**src/rtl/spg_pkg.sv**
```systemverilog
package spg_pkg;
  // Trigger qualifier: cur/prev are successive synchronized samples.
  function automatic logic edge_hit(input logic cur, input logic prev, input logic rising);
    return rising ? (cur & ~prev) : (~cur & prev);
  endfunction

  // Clock edge (after first sampling) at which the strobe is first high.
  function automatic int strobe_lag(input int dly, input int sync_stages);
    return sync_stages + dly;
  endfunction
endpackage

```
**src/rtl/spg_sync.sv**
```systemverilog
module spg_sync #(
  parameter int STAGES = 2
) (
  input  logic clk,
  input  logic rst_n,
  input  logic clr,
  input  logic din,
  output logic dout
);
  logic [STAGES-1:0] chain;

  generate
    for (genvar g = 0; g < STAGES; g++) begin : g_stage
      always_ff @(posedge clk or negedge rst_n) begin
        if (!rst_n)   chain[g] <= 1'b0;
        else if (clr) chain[g] <= 1'b0;
        else          chain[g] <= (g == 0) ? din : chain[(g == 0) ? 0 : g-1];
      end
    end
  endgenerate

  assign dout = chain[STAGES-1];
endmodule

```
**src/rtl/spg_edge.sv**
```systemverilog
module spg_edge
  import spg_pkg::*;
(
  input  logic clk,
  input  logic rst_n,
  input  logic clr,
  input  logic en,
  input  logic rising,
  input  logic sig,
  output logic hit
);
  logic prev_q;

  always_ff @(posedge clk or negedge rst_n) begin
    if (!rst_n)   prev_q <= 1'b0;
    else if (clr) prev_q <= 1'b0;
    else          prev_q <= sig;
  end

  assign hit = en & edge_hit(sig, prev_q, rising);
endmodule

```
**src/rtl/spg_sched.sv**
```systemverilog
module spg_sched #(
  parameter int DLY_W = 3
) (
  input  logic             clk,
  input  logic             rst_n,
  input  logic             clr,
  input  logic             en,
  input  logic             hit,
  input  logic [DLY_W-1:0] dly,
  output logic             due
);
  localparam int SLOTS = 1 << DLY_W;

  logic [SLOTS-1:0] slots_q;
  logic [SLOTS-1:0] insert;

  generate
    for (genvar g = 0; g < SLOTS; g++) begin : g_slot
      assign insert[g] = hit && (dly == DLY_W'(g));
    end
  endgenerate

  always_ff @(posedge clk or negedge rst_n) begin
    if (!rst_n)           slots_q <= '0;
    else if (clr || !en)  slots_q <= '0;
    else                  slots_q <= (slots_q >> 1) | insert;
  end

  assign due = slots_q[0];
endmodule

```
**src/rtl/samp_pulse_gen.sv**
```systemverilog
module samp_pulse_gen #(
  parameter int DLY_W       = 3,
  parameter int SYNC_STAGES = 2
) (
  input  logic             clk,
  input  logic             rst_n,
  input  logic             soft_rst,
  input  logic             smp_in,
  input  logic             det_en,
  input  logic             edge_pol,
  input  logic [DLY_W-1:0] dly_cfg,
  output logic             smp_pulse,
  output logic             smp_byp
);
  logic             det_q;
  logic             pol_q;
  logic [DLY_W-1:0] dly_q;
  logic             sync_w;
  logic             edge_w;
  logic             due_w;

  always_ff @(posedge clk or negedge rst_n) begin
    if (!rst_n) begin
      det_q <= 1'b0;
      pol_q <= 1'b0;
      dly_q <= '0;
    end else if (soft_rst) begin
      det_q <= 1'b0;
      pol_q <= 1'b0;
      dly_q <= '0;
    end else begin
      det_q <= det_en;
      pol_q <= edge_pol;
      dly_q <= dly_cfg;
    end
  end

  spg_sync #(.STAGES(SYNC_STAGES)) u_sync (
    .clk(clk), .rst_n(rst_n), .clr(soft_rst), .din(smp_in), .dout(sync_w)
  );

  spg_edge u_edge (
    .clk(clk), .rst_n(rst_n), .clr(soft_rst), .en(det_q),
    .rising(pol_q), .sig(sync_w), .hit(edge_w)
  );

  spg_sched #(.DLY_W(DLY_W)) u_sched (
    .clk(clk), .rst_n(rst_n), .clr(soft_rst), .en(det_q),
    .hit(edge_w), .dly(dly_q), .due(due_w)
  );

  assign smp_pulse = det_q ? due_w : sync_w;
  assign smp_byp   = sync_w;
endmodule

```
**config.mk**
```make
export PLATFORM = sky130hd
export DESIGN_NAME = samp_pulse_gen
export DESIGN_NICKNAME = d
export VERILOG_FILES = /design/src/rtl/spg_pkg.sv /design/src/rtl/spg_sync.sv /design/src/rtl/spg_edge.sv /design/src/rtl/spg_sched.sv /design/src/rtl/samp_pulse_gen.sv
export SDC_FILE = /design/constraint.sdc
export NUM_CORES = 1
export LEC_CHECK = 0
export ABC_AREA = 1
export BUFFER_PORTS_ARGS = -buffer_cell sky130_fd_sc_hd__buf_2
export CAP_MARGIN = 20
export CORE_MARGIN = 1.5
export CORE_UTILIZATION = 47
export CTS_BUF_LIST = sky130_fd_sc_hd__clkbuf_16
export DETAILED_ROUTE_END_ITERATION = 8
export GPL_ROUTABILITY_DRIVEN = 0
export GPL_TIMING_DRIVEN = 0
export PLACE_DENSITY = 0.74
export SYNTH_ARGS = -nofsm -noshare
export SYNTH_HDL_FRONTEND = slang
export SYNTH_SLANG_ARGS = --single-unit
```
**constraint.sdc**
```tcl
create_clock -name clk -period 0.8 [get_ports clk]
set_input_delay 0.08 -clock clk [delete_from_list [all_inputs] [get_ports clk]]
set_output_delay 0.08 -clock clk [all_outputs]
set_load 0.05 [all_outputs]
```
**Word-level counts from Yosys, hierarchy flattened**

Cells that the tools add are included.

- Bits in registers: 16
- Output and inout bits: 2
- Logic and storage cells: 40

- Equal/unequal tests: 7
- Multiplexer cells: 9
- Bitwise operators: 6
- Reduce and logical (&&, ||, !) cells: 11

Operator list:

| kind | count |
|---|---|
| $eq A3 B3 Y1 const B | 4 |
| $logic_and A1 B1 Y1 | 8 |
| $mux W8 | 1 |
| $or A7 B8 Y8 | 1 |
| $mux W1 | 7 |
| $eq A3 B2 Y1 const B | 2 |
| $and A1 B1 Y1 | 3 |
| $eq A3 B1 Y1 const B | 1 |
| $logic_not A3 Y1 | 1 |
| $mux W3 | 1 |
| $not A1 Y1 | 2 |
| $logic_not A1 Y1 | 1 |
| $logic_or A1 B1 Y1 | 1 |

**Logic depth before layout (Yosys ltp)**

- Word-level depth: 7
- Mapped depth: 5

**Hierarchy**

Synthesis repeated with hierarchy kept, for this count alone.

- Cells, all modules: 79
- Area, all modules: 684.4 um^2

By module, submodules not included:

| module | instances | cells each | area each (um^2) |
|---|---|---|---|
| spg_sched | 1 | 44 | 380.4 |
| samp_pulse_gen | 1 | 19 | 177.7 |
| spg_sync | 1 | 6 | 65.1 |
| spg_edge | 1 | 10 | 61.3 |

**Worst setup path before layout**

Ideal clock, no wire load.

- Path kind: reg2out
- Start: register u_sync.chain[1] (netlist: u_sync.dout)
- End: output smp_pulse
- Data arrival time: 1.859 ns
- Required time: 0.720 ns
- Setup slack: -1.139 ns
- Stages on the path, launching flop included: 3
- Cell sequence: dfrtp_1 inv_1 o21ai_0

- Word-level cells in the longest chain between the ends: 1

RTL lines:

| item | RTL line | text |
|---|---|---|
| start, declared | spg_sync.sv:10 | `logic [STAGES-1:0] chain;` |
| start signal, assigned by index | spg_sync.sv:17 | `else chain[g] <= (g == 0) ? din : chain[(g == 0) ? 0 : g-1];` |
| $mux W1 | samp_pulse_gen.sv:52 | `assign smp_pulse = det_q ? due_w : sync_w;` |
| end, declared | samp_pulse_gen.sv:12 | `output logic smp_pulse,` |

No other way between the ends.

**Worst setup path in the final report**

- Start: register det_q
- End: output smp_pulse

- Word-level cells in the longest chain between the ends: 1

RTL lines:

| item | RTL line | text |
|---|---|---|
| start, declared | samp_pulse_gen.sv:15 | `logic det_q;` |
| start signal, assigned | samp_pulse_gen.sv:32 | `det_q <= det_en;` |
| $mux W1 | samp_pulse_gen.sv:52 |  |

No other way between the ends.

==> summary.txt <==
Port Buffers: 9
DP Wirelength: 782 µm
worst stage delay on the critical path: 440 ps
cell row count: 13
synthesized flop and latch total: 16
total number of vias: 535
Longest Clk Path Bufs: 2
commonest non-fill, non-tap cells in the layout: 19 x nand2_1, 14 x nor2_1, 14 x dfrtp_1
Max Cap Viol: 0
largest net degree at the start of global routing: 17
clk_lat worst skew: 240 ps
Starting Density: 0.521
drt via density: 4.73
Synth top area share: 0.569
number of remaining DRC errors: 0
Final Cycle Share: 1.33
Worst EP required: 720 ps
first-pass GRT wire length: 2140 µm
Mapped Area: 703 µm²
sequential-to-total area share from yosys stat: 0.569
drt first pass iters: 4
clk sinks: 16
Ant. Diodes: 0
die area: 1740 µm²
aggregate global-route resource usage: 0.170
final setup violating endpoints: 10
PwrDens: 2110 nW/µm²
final core utilization: 0.695
CP max FO: 3
Fin Clk Skew: 2.45 ps
crit path DAT: 990 ps
Final Hold Vio Count: 0
gate count of the mapped netlist: 81
Syn. warnings: 0
DR WL/cell: 10.5 µm
Finished Layout Cells: 113
Startpoint Class: flop
Critical Path Sink Type: output port
Inst Count DP: 105
Layout Nets: 108
Slew HR: 0.770
synth unique cells: 12
Crit Path Category: flop to output port
worst path cell trace: o21ai_4, buf_6
Tot Pwr: 1.98 mW
Die Ht: 41.7 µm
CTS tree: done
status: finished with violations
worst-margin pin slew: 345 ps
Fillers: 102
H-tree levels: 1
leakage: 0.511 nW
# IOs: 11
WL final: 1180 µm
post-route minimum period: 1070 ps
width of the die: 41.7 µm
Syn Area/Cell: 8.68 µm²
commonest non-fill, non-tap cell in the layout: nand2_1
drt initial violations: 2
final setup margin: -266 ps
CTS buffer count: 3
Max IR drop VDD: 0.00221 V
Synth area leaders: dfrtp_1 57%, nand2_1 12%, nor2_1 7.5%
Max Clock Freq: 938 MHz
area grow syn2layout: 33.5%
grt ovf: 0
failing checks: setup timing
Routed Antenna Nets: 0
biggest area consumer among synthesized cells: dfrtp_1
root buf cell: clkbuf_16
Core ar.: 1350 µm²
RSZ-0062 raised after global routing: yes
initial antenna violation count: 0
slowest CP cell: dfrtp_2
clk slew on worst S/H paths: 50 ps
Max Slew Vio Count: 0
Syn Nets: 90
Hold WC Path Type: primary input to flop
vias in the first global route: 498
layout cells sized above 1: 0.265
final cells by class:
cell class                      count  area, µm²  area share
Tap cell                           15       18.8      0.0200
Clock buffer                        3       75.1      0.0800
Buffer                              2       26.3      0.0280
Sequential cell                    16        403       0.429
Clock inverter                      1       3.75     0.00400
Timing Repair Buffer               13        114       0.121
Multi-Input combinational cell     49        243       0.259
Inverter                           14       55.1      0.0587
worst paths after layout:
path                                    start            endpoint  slack [ps]  cells after the start
setup / recovery                        det_q           smp_pulse        -270                      2
setup reg to reg                        det_q  u_sched.slots_q[6]        -200                      5
min in group asynchronous               rst_n     u_sync.chain[0]         270                      2
hold reg to reg            u_sched.slots_q[4]  u_sched.slots_q[3]         450                      2
hold / removal                         det_en               det_q          30                      3
max in group asynchronous               rst_n               det_q         250                      2
timing repair:
item,in CTS,in global routing
setup endpoints to repair,10,10
hold buffers,1,0
gates cloned,1,0
gates resized for setup,8,2
pin swaps,3,0
setup buffers,2,0
endpoints found under the hold margin,16,0
metrics by stage:
| stage | setup TNS [ps] | setup WS [ps] | hold slack [ps] | area, µm² |
|---|---|---|---|---|
| detailed placement | -1370 | -206 | 8.52 | 782 |
| floorplan | -1780 | -221 | -216 | 718 |
| global placement | -1280 | -189 | 0.400 | 782 |
| finish | -1780 | -266 | 28.3 | 938 |
| CTS | -2220 | -278 | 30.8 | 935 |
| global route | -2390 | -310 | 34.3 | 938 |
worst max-delay path: cells and delay by family, from the launching register on:
kind	cells	cell delay [ps]
compound gates	1	130
flops	1	440
buf+inv	1	170
report_power, final:
group	switching, mW	leakage [nW]	internal (mW)
clock network	0.294	0.0423	0.661
logic	0.0957	0.255	0.0723
registers	0.0215	0.213	0.832
total	0.411	0.511	1.57
cell usage after synthesis:
master,count
buf_8,1
buf_6,1
nor2_8,1
nor3_1,2
nand2_1,22
nor2_1,14
dfrtp_1,16
nand3_1,2
inv_1,13
inv_2,1
nand4_1,7
o21ai_0,1
flip-flops by register name, summed over array words and instances (netlist names):
name,count
det_q,1
dly_q,3
pol_q,1
u_edge.prev_q,1
u_sched.slots_q,8
u_sync.chain,1
u_sync.dout,1
layer usage:
metal / track usage / vias up / share of wire / wire, µm
met4: 0.0968 / 0 / 0.026 / 31
met3: 0.0652 / 4 / 0.038 / 45
met5: 0 / - / 0 / 0
met1: 0.221 / 239 / 0.43 / 514
li1: - / 282 / - / -
met2: 0.241 / 10 / 0.50 / 592
kinds of logic after synthesis:
logic type      share of synthesized area
simple gates                        0.311
flops                               0.569
buf+inv                             0.112
compound gates                    0.00711
Power figures use the tool's default switching activity.
